<file path="src/rtl/irq_cascade_pkg.sv">
package irq_cascade_pkg;
  localparam int unsigned SRC_W = 32;
  localparam int unsigned VEC_W = 7;
  localparam logic [SRC_W-1:0] PRIM_EDGE = 32'h71CF_0000;
  localparam logic [SRC_W-1:0] SEC_EDGE  = 32'h1041_0000;
  localparam int unsigned GRP_IO_BIT    = 4;
  localparam int unsigned GRP_MISC_BIT  = 5;
  localparam int unsigned GRP_AUDIO_BIT = 6;
  localparam int unsigned SEC_VEC_BASE  = 33;

  typedef enum logic [1:0] {
    REG_PRIM_MASK = 2'd0,
    REG_PRIM_STAT = 2'd1,
    REG_SEC_MASK  = 2'd2,
    REG_SEC_STAT  = 2'd3
  } reg_sel_e;
endpackage

</file>
<file path="src/rtl/irq_src_capture.sv">
module irq_src_capture #(
  parameter int unsigned W = 32,
  parameter logic [W-1:0] EDGE_BITS = '0
) (
  input  logic         clk_i,
  input  logic         rst_ni,
  input  logic [W-1:0] src_i,
  input  logic         clr_we_i,
  input  logic [W-1:0] clr_keep_i,
  output logic [W-1:0] status_o
);
  logic [W-1:0] prev_q, edge_q, clr_bits, rise;

  assign clr_bits = clr_we_i ? ~clr_keep_i : '0;
  assign rise     = src_i & ~prev_q & EDGE_BITS;

  always_ff @(posedge clk_i or negedge rst_ni) begin
    if (!rst_ni) begin
      prev_q <= '0;
      edge_q <= '0;
    end else begin
      prev_q <= src_i;
      // new edge wins over a same-cycle clear
      edge_q <= ((edge_q & ~clr_bits) | rise) & EDGE_BITS;
    end
  end

  assign status_o = edge_q | (src_i & ~EDGE_BITS);

  assert_edge_hold_R4: assert property (@(posedge clk_i) disable iff (!rst_ni)
    1'b1 |=> ((edge_q & $past(edge_q & ~clr_bits)) == $past(edge_q & ~clr_bits)));
  assert_edge_set_R3: assert property (@(posedge clk_i) disable iff (!rst_ni)
    1'b1 |=> ((edge_q & $past(rise)) == $past(rise)));
endmodule

</file>
<file path="src/rtl/irq_ffs.sv">
module irq_ffs #(
  parameter int unsigned W = 32,
  localparam int unsigned IW = $clog2(W)
) (
  input  logic [W-1:0]  req_i,
  output logic          found_o,
  output logic [IW-1:0] idx_o
);
  always_comb begin
    found_o = 1'b0;
    idx_o   = '0;
    for (int i = W - 1; i >= 0; i--) begin
      if (req_i[i]) begin
        found_o = 1'b1;
        idx_o   = IW'(i);
      end
    end
  end
endmodule

</file>
<file path="src/rtl/irq_cascade_ctrl.sv">
module irq_cascade_ctrl
  import irq_cascade_pkg::*;
(
  input  logic             clk_i,
  input  logic             rst_ni,
  input  logic [SRC_W-1:0] prim_src_i,
  input  logic [SRC_W-1:0] sec_src_i,
  input  logic [1:0]       reg_addr_i,
  input  logic             reg_we_i,
  input  logic [SRC_W-1:0] reg_wdata_i,
  output logic [SRC_W-1:0] reg_rdata_o,
  output logic             cpu_irq_o,
  output logic             vec_valid_o,
  output logic [VEC_W-1:0] vec_o
);
  localparam int unsigned IW = $clog2(SRC_W);

  logic [SRC_W-1:0] prim_mask_q, sec_mask_q;
  logic [SRC_W-1:0] prim_stat, sec_stat, prim_pend, sec_pend, prim_in;
  logic [2:0]       grp_req;
  logic             prim_hit, sec_hit;
  logic [IW-1:0]    prim_idx, sec_idx;
  reg_sel_e         sel;

  assign sel = reg_sel_e'(reg_addr_i);

  always_ff @(posedge clk_i or negedge rst_ni) begin
    if (!rst_ni) begin
      prim_mask_q <= '0;
      sec_mask_q  <= '0;
    end else if (reg_we_i) begin
      if (sel == REG_PRIM_MASK) prim_mask_q <= reg_wdata_i;
      if (sel == REG_SEC_MASK)  sec_mask_q  <= reg_wdata_i;
    end
  end

  irq_src_capture #(.W(SRC_W), .EDGE_BITS(SEC_EDGE)) u_sec_cap (
    .clk_i, .rst_ni,
    .src_i      (sec_src_i),
    .clr_we_i   (reg_we_i && sel == REG_SEC_STAT),
    .clr_keep_i (reg_wdata_i),
    .status_o   (sec_stat)
  );

  assign sec_pend = sec_stat & sec_mask_q;
  assign grp_req[0] = |sec_pend[31:16];
  assign grp_req[1] = |sec_pend[15:8];
  assign grp_req[2] = |sec_pend[7:0];

  always_comb begin
    prim_in = prim_src_i;
    prim_in[GRP_IO_BIT]    = grp_req[0];
    prim_in[GRP_MISC_BIT]  = grp_req[1];
    prim_in[GRP_AUDIO_BIT] = grp_req[2];
  end

  irq_src_capture #(.W(SRC_W), .EDGE_BITS(PRIM_EDGE)) u_prim_cap (
    .clk_i, .rst_ni,
    .src_i      (prim_in),
    .clr_we_i   (reg_we_i && sel == REG_PRIM_STAT),
    .clr_keep_i (reg_wdata_i),
    .status_o   (prim_stat)
  );

  assign prim_pend = prim_stat & prim_mask_q;

  irq_ffs #(.W(SRC_W)) u_prim_ffs (.req_i(prim_pend), .found_o(prim_hit), .idx_o(prim_idx));
  irq_ffs #(.W(SRC_W)) u_sec_ffs  (.req_i(sec_pend),  .found_o(sec_hit),  .idx_o(sec_idx));

  always_comb begin
    vec_o = '0;
    if (prim_hit) begin
      if (prim_idx >= IW'(GRP_IO_BIT) && prim_idx <= IW'(GRP_AUDIO_BIT))
        vec_o = VEC_W'(sec_idx) + VEC_W'(SEC_VEC_BASE);
      else
        vec_o = VEC_W'(prim_idx) + VEC_W'(1);
    end
  end

  assign cpu_irq_o   = |prim_pend;
  assign vec_valid_o = prim_hit;

  always_comb begin
    unique case (sel)
      REG_PRIM_MASK: reg_rdata_o = prim_mask_q;
      REG_PRIM_STAT: reg_rdata_o = prim_stat;
      REG_SEC_MASK:  reg_rdata_o = sec_mask_q;
      default:       reg_rdata_o = sec_stat;
    endcase
  end

  assert_idle_vec_R10: assert property (@(posedge clk_i) disable iff (!rst_ni)
    !vec_valid_o |-> (vec_o == '0));
  assert_no_group_vec_R9: assert property (@(posedge clk_i) disable iff (!rst_ni)
    vec_valid_o |-> (vec_o < VEC_W'(GRP_IO_BIT + 1) || vec_o > VEC_W'(GRP_AUDIO_BIT + 1)));
  assert_cascade_src_R9: assert property (@(posedge clk_i) disable iff (!rst_ni)
    (vec_o >= VEC_W'(SEC_VEC_BASE)) |-> (sec_hit && (|prim_pend[GRP_AUDIO_BIT:GRP_IO_BIT])));
  assert_irq_vec_R7: assert property (@(posedge clk_i) disable iff (!rst_ni)
    cpu_irq_o |-> (vec_o != '0));
endmodule

</file>
<file path="config.mk">
export PLATFORM = sky130hd
export DESIGN_NAME = irq_cascade_ctrl
export DESIGN_NICKNAME = d
export VERILOG_FILES = /design/src/rtl/irq_cascade_pkg.sv /design/src/rtl/irq_src_capture.sv /design/src/rtl/irq_ffs.sv /design/src/rtl/irq_cascade_ctrl.sv
export SDC_FILE = /design/constraint.sdc
export NUM_CORES = 1
export LEC_CHECK = 0
export ABC_AREA = 1
export BUFFER_PORTS_ARGS = -buffer_cell sky130_fd_sc_hd__buf_4
export CORE_AREA = 3 3 103 105
export CTS_BUF_LIST = sky130_fd_sc_hd__clkbuf_8
export DETAILED_ROUTE_END_ITERATION = 8
export DIE_AREA = 0 0 106 108
export PLACE_DENSITY = 0.89
export REMOVE_ABC_BUFFERS = 1
export SYNTH_ARGS = -nofsm -noshare
export SYNTH_HDL_FRONTEND = slang
export SYNTH_SLANG_ARGS = --single-unit
</file>
<file path="constraint.sdc">
create_clock -name clk_i -period 5.5 [get_ports clk_i]
set_clock_uncertainty 0.2 [all_clocks]
set_input_delay 1.375 -clock clk_i [delete_from_list [all_inputs] [get_ports clk_i]]
set_output_delay 1.375 -clock clk_i [all_outputs]
set_load 0.01 [all_outputs]
</file>
==> Yosys cells after proc, flatten, opt, wreduce, memory -nomap -nowiden <==
Index checks and enable logic that the tools add are counted.
{ "op_classes": {"eq_ne": 3, "reduce_logical": 10, "addsub": 2, "n_lt_le_gt_ge": 2, "muxes": 101, "bitwise": 15} }
{ "op_table": {"columns": ["cell", "count"], "rows": [
  ["$mux 5", 64],
  ["$pmux 32 s3", 1],
  ["$not 31->31", 3],
  ["$and 32x32->32", 2],
  ["$and 31x31->31", 2],
  ["$and 29x29->29", 2],
  ["$not 29->29", 2],
  ["$mux 1", 32],
  ["$or 29x32->32", 1],
  ["$or 31x32->32", 1],
  ["$reduce_or 32->1", 1],
  ["$mux 31", 1],
  ["$or 31x31->31", 1],
  ["$mux 29", 1],
  ["$or 29x29->29", 1],
  ["$reduce_or 16->1", 1],
  ["$reduce_or 8->1", 2],
  ["$mux 7", 2],
  ["$add 5x6->7 const B", 1],
  ["$add 5x1->6 const B", 1],
  ["$ge 5x3->1 const B", 1],
  ["$le 5x3->1 const B", 1],
  ["$eq 2x2->1 const B", 2],
  ["$reduce_and 2->1", 2],
  ["3 further kinds", 5]
]} }
{ "word_totals": {"out_inout_bits": 41, "reg_bits": 137, "word_cells": 139, "input_bits": 101} }

==> Logic depth before layout (Yosys ltp) <==
{ "depth": {"depth_word": 41, "ltp_mapped": 40, "depth_no_buf": 40} }

==> Modules after synthesis <==
Synthesis repeated with hierarchy kept, for this count alone.
{ "unflattened": {"cells_unflattened": 1025, "hier_area_um2": 6686.4} }
{ "by_module_without_submodules": {"columns": ["module", "area_each_um2", "seq_area_each_um2", "instances", "cells_each"], "rows": [
  ["irq_cascade_ctrl", 4463.0, 1601.5, 1, 655],
  ["irq_src_capture (u_prim_cap)", 902.1, 500.5, 1, 103],
  ["irq_ffs", 442.9, 0.0, 2, 107],
  ["irq_src_capture (u_sec_cap)", 435.4, 150.1, 1, 53]
]} }

==> Least setup slack after synthesis <==
No wires, ideal clock.
{ "synth_timing": {"kind": "input -> output", "startpoint": "input prim_src_i[31]", "endpoint": "output vec_o[4]", "path_buffers": 0, "stages": 40, "t_arrival_ns": 3.555, "setup_slack_ns": 0.370, "t_required_ns": 3.925, "cell_sequence": "nand2_1 inv_1 nand2_1 nand2_1 nand2_1 nand2_1 nand2_1 nand2_1 nand2_1 nand2_1 nand2_1 nand2_1 nand2_1 nand2_1 nand2_1 nand2_1 nand2_1 nand2_1 (+4 left out) nand2_1 nand2_1 nand2_1 nand2_1 nand2_1 nand2_1 nand2_1 nand2_1 nand2_1 nand2_2 nand2_1 clkinv_1 ha_1 nand4_1 xor2_1 nand2_1 o21ai_1 inv_1"} }
{ "synth_via": {"elab_chain_len": 38, "word_cells_on_any_way": 72, "cone_classes": "1 x add/sub; 2 x order compare; 66 x mux; 2 x bitwise; 1 x reduce/logical"} }
{ "synth_lines": {"columns": ["item", "line", "text"], "rows": [
  ["from (decl)", "irq_cascade_ctrl.sv:6", "input logic [SRC_W-1:0] prim_src_i,"],
  ["$or 31x32->32 (*)", "irq_src_capture.sv:28", "assign status_o = edge_q | (src_i & ~EDGE_BITS);"],
  ["$and 32x32->32 (*)", "irq_cascade_ctrl.sv:65", "assign prim_pend = prim_stat & prim_mask_q;"],
  ["$mux 5 (32 in a row)", "irq_ffs.sv:13", "if (req_i[i]) begin"],
  ["$ge 5x3->1 / $le 5x3->1 (equally long branches)", "irq_cascade_ctrl.sv:73", "if (prim_idx >= IW'(GRP_IO_BIT) && prim_idx <= IW'(GRP_AUDIO_BIT))"],
  ["$logic_and 1x1->1", "irq_cascade_ctrl.sv:73", null],
  ["$mux 7", "irq_cascade_ctrl.sv:73", null],
  ["$mux 7 (*)", "irq_cascade_ctrl.sv:72", "if (prim_hit) begin"],
  ["to (decl)", "irq_cascade_ctrl.sv:14", "output logic [VEC_W-1:0] vec_o"]
]} }
Mark *: on every way between the ends. The rest lies on a longest branch, timed or not.

==> Worst setup path in the final report <==
Ends and elaborated chain as after synthesis.

==> results.cfg <==
[run_status]
outcome = finished with violations
violations = negative setup slack

[critical_path]
timing.critical_path.mode_cell = sky130_fd_sc_hd__buf_4
critical_path_required_ps = 3920
path_class = in -> out
critical-path-slowest-cell = sky130_fd_sc_hd__a21oi_1
worstSetupEndpointType = output pin
crit_arrival_ps = 4060
critical_path.cell_chain = buf_8 > nand2_4 > buf_4 > buf_4 > buf_4 > buf_4 > nand2_1 > a31oi_1 > o21bai_1 > a31oi_1 > o21bai_1 > a31oi_1 > nor2_1 > o211ai_1 > a21oi_1 > ha_4 > nand4_1 > xor2_1 > nand2_1 > o21ai_1 > inv_1 > buf_6
cp_top_family = compound AO/OA/AOI/OAI gates
critical_path_buf_inv_count = 7
critical_path.startpoint_type = input port
crit_path_max_fanout = 2
worst_path_largest_cell_delay_ps = 310

[floorplan]
die-area_mm2 = 0.0114
pin_count = 142
die-height_um = 108
coreArea_mm2 = 0.00973
std_cell_rows = 36
initial_utilization = 0.529
die_width_um = 106

[min_path]
hold_path_class = reg -> reg

[timing]
timing.final.hold_violations = 0
final_min_period_over_clock_period = 1.03
timing.fmax_mhz = 177
setup_viol = 4
worst_max_slew_pin_slew_ps = 1120
fin_crit_ps = 5640
timing.max_slew.rel_slack = 0.250
finalHoldWorstSlack_ps = 221
grt_setup_unrepaired = true
finalWorstSetupSlack_ps = -138
final-max-slew-violation-count = 0

[synth]
synth.cell_area_mm2 = 0.00514
synth_sequential_area_ratio = 0.438
synth_compound_area_frac = 0.113
synth_fa_ha_area_frac = 0.00486
syn_area_per_cell_um2 = 6.66
synth_warnings = 0
synth_simple_gate_area_share = 0.370
synth_xor_area_frac = 0.00511
ys_ff_latch = 90
synth.mux.area_fraction = 0
synth_cells = 772
synth_cell_type_count = 28
largest_family_of_logic_cells_by_synthesized_area = simple AND/OR/NAND/NOR gates

[global_routing]
number_of_global_route_vias_before_repair = 5184
grt_start_max_net_pins = 65
grt_antenna_before_repair = 0
grt_first_pass_wirelength_mm = 24.1
grtUsageTotal = 0.262
global_route_total_overflow = 0

[detailed_routing]
drc_errors = 0
wl_per_instance_um = 14.1
vias = 5538
post_drt_via_cell_ratio = 5.26
dr.pass1.iters = 5
first_iter_violations = 386
drt_wl_total_mm = 14.8
antenna_left = 0

[power]
swShare = 0.382
leakagePower_uw = 0.00361
power_switching_uw = 781
comb_power_share = 0.377
clkPwrFrac = 0.222
seqPwrFrac = 0.401
power.ir.vdd_worst_mv = 0.153
power_density_mw_per_mm2 = 304
power_report.internal_total_uw = 1260

[clocking]
cts_buffers = 9
insertion_delay_ps = 370
max-clock-path-buffers = 2
cts_root_buffer = sky130_fd_sc_hd__clkbuf_8
cts_hold_repair.buffers = 0
tritoncts = yes
clock_transition_time_at_the_flip_flop_clock_pins_of_the_worst_setup_and_hold_paths_ps = 100
clock_sink_count = 90
ctsHtreeMaxLevel = 3

[placement]
place.gp.congestion = 0.913
detailedPlace.worstSlack_ps = -216
placement.io_buffers = 138
post-dp-hpwl_mm = 10.7

[cells_and_area]
drive_above_1_share = 0.225
design.final.nets = 1018
antenna_cells = 0
areaGrowthSynthToFinish_pct = 30.6

[job]
cap_viol_max_count = 0
==> cells by family after synthesis <==
group / count (synthesis)
adders and majority gates: 2
xor gates and xnor gates: 3
and+or+nand+nor: 475
AOI/OAI and AO/OA: 110
DFF: 90
buffers and inverters: 92
==> cell type report <==
| class | count | area [µm²] |
|---|---|---|
| Timing Repair Buffer | 156 | 1190 |
| Multi-Input combinational cell | 591 | 2660 |
| Sequential cell | 90 | 2250 |
| Tap cell | 133 | 166 |
| Inverter | 67 | 254 |
| Fill cell | 862 | 3010 |
| Clock inverter | 7 | 67.6 |
| Clock buffer | 9 | 124 |
==> registers in the layout (all words and copies together), names as in the netlist <==
signal and flops:
prim_mask_q 32, sec_mask_q 32, u_prim_cap.edge_q 10, u_sec_cap.edge_q 3
u_sec_cap.prev_q 3, u_prim_cap.prev_q 10
==> layer usage <==
| layer | up-vias | track usage | wire [µm] |
|---|---|---|---|
| li1 | 2739 | - | - |
| met1 | 2548 | 0.359 | 6420 |
| met2 | 221 | 0.431 | 7080 |
| met3 | 30 | 0.0364 | 1010 |
| met4 | 0 | 0.0907 | 297 |
| met5 | - | 0 | 0 |
==> final timing paths <==
path                       slack [ps]                   from  cells past startpoint                     to
max in group asynchronous        3300                 rst_ni                      2         sec_mask_q[26]
min reg2reg                       220  u_prim_cap.prev_q[23]                      1  u_prim_cap.edge_q[23]
min in group asynchronous         800                 rst_ni                      1   u_sec_cap.prev_q[16]
max                              -140         prim_src_i[31]                     22               vec_o[4]
max reg2reg                      4510        prim_mask_q[15]                      2        prim_mask_q[15]
min                               220  u_prim_cap.prev_q[23]                      1  u_prim_cap.edge_q[23]
==> repair_timing <==
action | in CTS | in global routing
pin swaps | 6 | 11
setup endpoints to repair | 5 | 7
gates cloned | 0 | 1
gates resized for setup | 17 | 20
endpoints found under the hold margin | 0 | 0
buffers inserted | 6 | 2
==> cells in the final DEF (no fill, tap or decap), types with 2 or more instances in the layout <==
master                     instances
sky130_fd_sc_hd__nand2_1         366
sky130_fd_sc_hd__dfrtp_1          90
sky130_fd_sc_hd__buf_4           151
sky130_fd_sc_hd__ha_4              2
sky130_fd_sc_hd__a21oi_1           3
sky130_fd_sc_hd__nand3_2           4
sky130_fd_sc_hd__xor2_1            3
sky130_fd_sc_hd__nor2_1           40
sky130_fd_sc_hd__o21ai_0          92
sky130_fd_sc_hd__nand2_2          13
sky130_fd_sc_hd__nor2_2            6
sky130_fd_sc_hd__o21bai_1          3
sky130_fd_sc_hd__nand2_4           2
sky130_fd_sc_hd__inv_6             4
sky130_fd_sc_hd__a22oi_1           2
sky130_fd_sc_hd__inv_2             3
sky130_fd_sc_hd__o31ai_1           2
sky130_fd_sc_hd__nand4_1          33
sky130_fd_sc_hd__inv_1            62
sky130_fd_sc_hd__clkbuf_8          9
sky130_fd_sc_hd__buf_6             4
sky130_fd_sc_hd__nand3_1           6
sky130_fd_sc_hd__a31oi_1           4
==> power by group through the flow <==
stage	Combinational (µW)	Clock [µW]	Sequential, µW
after floorplan	409	0	812
after global placement	675	0	824
after detailed placement	691	0	828
after CTS	726	460	816
after global routing	864	479	831
final	770	453	818
==> cell usage after synthesis, drive strengths merged <==
| master | count | area share |
|---|---|---|
| nand2 | 381 | 0.28 |
| o21ai | 93 | 0.090 |
| dfrtp | 90 | 0.44 |
| inv | 65 | 0.047 |
| nor2 | 47 | 0.035 |
| nand4 | 33 | 0.040 |
| clkbuf | 23 | 0.017 |
| nand3 | 10 | 0.012 |
| a31oi | 4 | 0.0049 |
| a21oi | 3 | 0.0029 |
| o21bai | 3 | 0.0044 |
| xor2 | 3 | 0.0051 |
| a22oi | 2 | 0.0029 |
| buf | 2 | 0.0029 |
| clkinv | 2 | 0.0015 |
| ha | 2 | 0.0049 |
| nor3 | 2 | 0.0019 |
| o31ai | 2 | 0.0029 |
| a22o | 1 | 0.0017 |
| a31o | 1 | 0.0017 |
| nand3b | 1 | 0.0015 |
| nor4 | 1 | 0.0012 |
| o211ai | 1 | 0.0015 |
==> stage by stage <==
stage	setup TNS [ps]	area, µm²	cells	utilization	power [µW]
2_1_floorplan	0	5040	747	-	1220
3_3_place_gp	-273	6340	1029	0.651	1500
3_5_place_dp	-450	6340	1029	0.651	1520
4_1_cts	-96.0	6640	1051	0.682	2000
5_1_grt	-2630	6720	1053	0.690	2170
6_report	-297	6720	1053	0.690	2040
No activity file was read; power rests on OpenSTA's default activity.
